## src/rtl/cbal_pkg.sv

```systemverilog
package cbal_pkg;
  localparam int WIDE = 48;
  typedef logic signed [WIDE-1:0] wide_t;

  // symmetric clamp to [-lim, +lim]
  function automatic wide_t clamp_sym(wide_t x, wide_t lim);
    if (x > lim) return lim;
    if (x < -lim) return -lim;
    return x;
  endfunction

  // gain times error, scaled down by an arithmetic shift (floor)
  function automatic wide_t gain_term(wide_t g, wide_t e, int sh);
    wide_t prod;
    prod = g * e;
    return prod >>> sh;
  endfunction

  // clamp to [0, one]
  function automatic wide_t clamp_unit(wide_t x, wide_t one);
    if (x < 0) return '0;
    if (x > one) return one;
    return x;
  endfunction
endpackage

```

## src/rtl/cbal_pi.sv

```systemverilog
module cbal_pi
  import cbal_pkg::*;
#(
  parameter int VW = 12,
  parameter int GW = 8,
  parameter int DW = 16,
  parameter int SH = 4,
  parameter int AW = DW + 2
) (
  input  logic                 clk,
  input  logic                 rst_n,
  input  logic                 stb,
  input  logic [VW-1:0]        v_lo,
  input  logic [VW-1:0]        v_hi,
  input  logic [GW-1:0]        kp,
  input  logic [GW-1:0]        ki,
  input  logic [DW-1:0]        lim,
  output logic signed [AW-1:0] u
);
  logic signed [AW-1:0] integ_q;
  wide_t err, lim_w, p_term, i_next, u_w;

  always_comb begin
    err    = wide_t'(v_hi) - wide_t'(v_lo);
    lim_w  = wide_t'(lim);
    p_term = gain_term(wide_t'(kp), err, SH);
    i_next = clamp_sym(wide_t'(integ_q) + gain_term(wide_t'(ki), err, SH), lim_w);
    u_w    = clamp_sym(p_term + i_next, lim_w);
    u      = AW'(u_w);
  end

  always_ff @(posedge clk) begin
    if (!rst_n)   integ_q <= '0;
    else if (stb) integ_q <= AW'(i_next);
  end
endmodule

```

## src/rtl/cbal_combine.sv

```systemverilog
module cbal_combine
  import cbal_pkg::*;
#(
  parameter int NCAP = 4,
  parameter int DW   = 16,
  parameter int FRAC = 14,
  parameter int AW   = DW + 2,
  parameter int RW   = AW + 2
) (
  input  logic [NCAP*DW-1:0]     base,
  input  logic [(NCAP-1)*AW-1:0] adj,
  output logic [NCAP*RW-1:0]     raw,
  output logic [NCAP*DW-1:0]     duty
);
  localparam int NPAIR = NCAP - 1;
  localparam wide_t ONE = wide_t'(1) <<< FRAC;

  for (genvar k = 0; k < NCAP; k++) begin : g_duty
    logic signed [RW-1:0] b_s, up_s, dn_s, sum_s;
    assign b_s = $signed({{(RW-DW){1'b0}}, base[k*DW +: DW]});
    if (k > 0) begin : g_up
      assign up_s = RW'($signed(adj[(k-1)*AW +: AW]));
    end else begin : g_noup
      assign up_s = '0;
    end
    if (k < NPAIR) begin : g_dn
      assign dn_s = RW'($signed(adj[k*AW +: AW]));
    end else begin : g_nodn
      assign dn_s = '0;
    end
    assign sum_s = b_s + up_s - dn_s;
    assign raw[k*RW +: RW] = sum_s;
    assign duty[k*DW +: DW] = DW'(clamp_unit(wide_t'(sum_s), ONE));
  end
endmodule

```

## src/rtl/cap_balance_adj.sv

```systemverilog
module cap_balance_adj #(
  parameter int NCAP = 4,
  parameter int VW   = 12,
  parameter int IW   = 12,
  parameter int DW   = 16,
  parameter int FRAC = 14,
  parameter int GW   = 8,
  parameter int SH   = 4
) (
  input  logic               clk,
  input  logic               rst_n,
  input  logic               sample_stb,
  input  logic [NCAP*VW-1:0] vcap,
  input  logic [IW-1:0]      i_out,
  input  logic [NCAP*DW-1:0] duty_base,
  input  logic [GW-1:0]      kp,
  input  logic [GW-1:0]      ki,
  input  logic [DW-1:0]      adj_max,
  output logic [NCAP*DW-1:0] duty_out,
  output logic               out_valid
);
  localparam int NPAIR = NCAP - 1;
  localparam int AW    = DW + 2;
  localparam int RW    = AW + 2;

  logic                   cur_neg;
  logic [NPAIR*AW-1:0]    pair_adj;
  logic [NCAP*RW-1:0]     raw_duty;
  logic [NCAP*DW-1:0]     duty_c;

  // zero current counts as positive
  assign cur_neg = i_out[IW-1];

  for (genvar k = 0; k < NPAIR; k++) begin : g_pair
    logic signed [AW-1:0] u;
    cbal_pi #(.VW(VW), .GW(GW), .DW(DW), .SH(SH), .AW(AW)) u_pi (
      .clk  (clk),
      .rst_n(rst_n),
      .stb  (sample_stb),
      .v_lo (vcap[k*VW +: VW]),
      .v_hi (vcap[(k+1)*VW +: VW]),
      .kp   (kp),
      .ki   (ki),
      .lim  (adj_max),
      .u    (u)
    );
    assign pair_adj[k*AW +: AW] = cur_neg ? -u : u;
  end

  cbal_combine #(.NCAP(NCAP), .DW(DW), .FRAC(FRAC), .AW(AW), .RW(RW)) u_comb (
    .base(duty_base),
    .adj (pair_adj),
    .raw (raw_duty),
    .duty(duty_c)
  );

  always_ff @(posedge clk) begin
    if (!rst_n) begin
      duty_out  <= '0;
      out_valid <= 1'b0;
    end else begin
      out_valid <= sample_stb;
      if (sample_stb) duty_out <= duty_c;
    end
  end
endmodule

```

## config.mk

```make
export PLATFORM = sky130hd
export DESIGN_NAME = cap_balance_adj
export DESIGN_NICKNAME = d
export VERILOG_FILES = /design/src/rtl/cbal_pkg.sv /design/src/rtl/cbal_pi.sv /design/src/rtl/cbal_combine.sv /design/src/rtl/cap_balance_adj.sv
export SDC_FILE = /design/constraint.sdc
export NUM_CORES = 2
export LEC_CHECK = 0
export BUFFER_PORTS_ARGS = -buffer_cell sky130_fd_sc_hd__buf_2
export CAP_MARGIN = 20
export CORE_AREA = 2 2 271 379
export CTS_CLUSTER_DIAMETER = 40
export CTS_CLUSTER_SIZE = 28
export DETAILED_ROUTE_END_ITERATION = 16
export DIE_AREA = 0 0 273 381
export GPL_TIMING_DRIVEN = 0
export PLACE_DENSITY_LB_ADDON = 0.15
export SLEW_MARGIN = 20
export SYNTH_ARGS = -nofsm -noshare
export SYNTH_HDL_FRONTEND = slang
export SYNTH_SLANG_ARGS = --single-unit
```

## constraint.sdc

```tcl
create_clock -name clk -period 48 [get_ports clk]
set_input_delay 4.8 -clock clk [delete_from_list [all_inputs] [get_ports clk]]
set_output_delay 4.8 -clock clk [all_outputs]
set_load 0.01 [all_outputs]
```

==> results.toml <==
[min_path]
min_path_type = "register to register"
hp-start = "duty_out[7]"

[detailed_routing]
vias = 55014
firstDrtPassIters = 13
drc = 2
drtAntennaViolNets = 0
avgViaCountPerCell = 6.297
wire_per_inst_um = 26.03
drt-total-wl_um = 227500
drtIter0Drc = 4851

[logic_synthesis]
synth.avg_cell_area_um2 = 7.677
yosysUniqueCellTypes = 99
yosys.area_share.simple = 0.1946
syn_nets = 8716
syn_inst = 7157
ys_seq_area_frac = 0.04336
synth_commonest_cells = "1026 x inv_1, 853 x ha_1, 681 x nand2_1"
synth-async-reset-ratio = 0
synth_seq_cells = 119
synthMuxAreaShare = 0.01883
synthTopCellsByArea = "fa_1 20%, ha_1 19%, inv_1 7.0%"
synth_top_family_by_area = "adder cells"
yosysTopAreaCell = "fa_1"
synth-main-ff-cell = "dfxtp_1"
synth_compound_area_frac = 0.1966
yosysMostFrequentCell = "inv_1"
synth_area_um2 = 54950
synth_top_area_frac = 0.1993
synthAdderAreaFrac = 0.3935
ys_warn_count = 0
synth_xor_area_frac = 0.06374
synth_edf_count = 0

[critical_path]
worst_path_most_repeated_cell = "o21ai_0"
crit_fanout = 17
path_delay_family = "compound AO/OA/AOI/OAI gates"
crit_required_ns = 48.41
slowest_delay_ns = 0.86
startpoint = "vcap[13]"
cp_num_buf_inv = 15
arrival_ns = 33.91
start_kind = "primary input"
criticalPathCategory = "primary input to register"
critPathCaptureType = "register"
r2r_start = "g_pair[1].u_pi.integ_q[0]"
cp_slowest_cell = "a2111oi_1"

[clock_network]
clock_tree.root_cell = "clkbuf_16"
h-tree-depth = 4
cts_sinks = 119
clock_path_buffers = 2
post_cts_buffers = 0
cts_resized = 0
clk-insertion-delay-late_ns = 0.49
cts_inserted_buffers = 17
ctsHoldBuffers = 0
cts_tree = "done"
clkTransAtPathRegs_ns = 0.07

[finish]
drive_gt1_frac = 0.05120
fin_nets = 8948
area_growth_pct = 6.490

[status]
violations = "DRC"
status = "finished, violations left"

[timing]
fin_tns_setup_ns = 0
fin_skew_ns = 0.02060
tightestPinTransition_ns = 1.272
slew_violations = 0
fmax_mhz = 29.85
post-route-period-util = 0.6979
maxSlewHeadroom = 0.1523
rsz0062_at_grt = "no"
setup_viol = 0
period_minus_slack_ns = 33.50
hold_viol_final = 0

[die]
core-area_um2 = 100800
die_h_um = 381
num_io_pins = 224
die_w_um = 273
row_count = 138
die-area_um2 = 104000
start_util = 0.5449

[placed_design]
hpwl_um = 188500
place_congestion = 1.064
io_buffers = 201

[global_routing]
grt_pass1_vias = 54707
antenna_found_initial = 10
track_usage = 0.4287
gr-total-overflow = 0
grt_max_degree = 19
grt_pass1_wl_um = 332200

[flow_run]
max_cap_violations = 0
## worst paths after layout
| kind | end | slack (ns) | cells past startpoint |
|---|---|---|---|
| setup / recovery | duty_out[20] | 14.50 | 106 |
| hold / removal | duty_out[7] | 0.45 | 2 |
| setup reg to reg | duty_out[20] | 24.57 | 78 |
| hold reg to reg | duty_out[7] | 0.45 | 2 |
## per-stage QoR
stage | area (um^2) | util | setup WS (ns) | cells | hold WS [ns]
3_3_place_gp | 57620 | 0.5714 | 13.74 | 8688 | 0.4305
4_1_cts | 58470 | 0.5799 | 15.06 | 8731 | 0.4524
3_5_place_dp | 57850 | 0.5737 | 14.64 | 8699 | 0.4372
6_report | 58510 | 0.5803 | 14.50 | 8737 | 0.4478
2_1_floorplan | 54950 | - | 21.89 | 7157 | 0.4315
5_1_grt | 58510 | 0.5802 | 13.45 | 8735 | 0.4630
## cell usage in the layout, fill, tap and decap left out, types with 220 or more instances in the layout
cell type     n
o21ai_0     330
and2_1      302
inv_1      1026
nand2_1     681
ha_1        853
xnor2_1     281
clkbuf_1    230
nor2_1      411
a21oi_1     497
fa_1        547
buf_2       220
## sequential cells by signal (all words and copies together), names as in the netlist
signal,count
out_valid,1
g_pair.u_pi.integ_q,54
duty_out,64
## logic make-up after synthesis
kind of cell,after synthesis
AND/OR/NAND/NOR,2171
XOR/XNOR,399
multiplexers,100
flip-flops,119
adder cells (fa/ha/maj),1400
AO/OA/AOI/OAI,1671
buffers and inverters,1297
## tightest hold or removal path, stage by stage, from the launching register on
cell and delay [ns]:
dfxtp_1 0.31, nand2_1 0.05, o21ai_1 0.05
## area by class of cell
type                       instances  area (um^2)
inverter                        1032         3874
antenna                            5        12.51
clock buffer                      18        429.2
multi-input combinational       5741        47790
timing repair buffer             213         1121
tap                             1330         1664
buffer                           265         1041
sequential                       119         2382
fill                            9722        42330
clock inverter                    14        197.7
## per-layer routing
layer | track usage | wire length [um] | vias up
li1 | - | - | 24807
met1 | 0.4449 | 77960 | 26503
met2 | 0.7320 | 107600 | 2628
met3 | 0.07362 | 16000 | 1062
met4 | 0.3966 | 25770 | 14
met5 | 0 | 97 | -
Power is not shown: default switching activity piles up to over one toggle a cycle in this logic, so the estimate is an artifact.
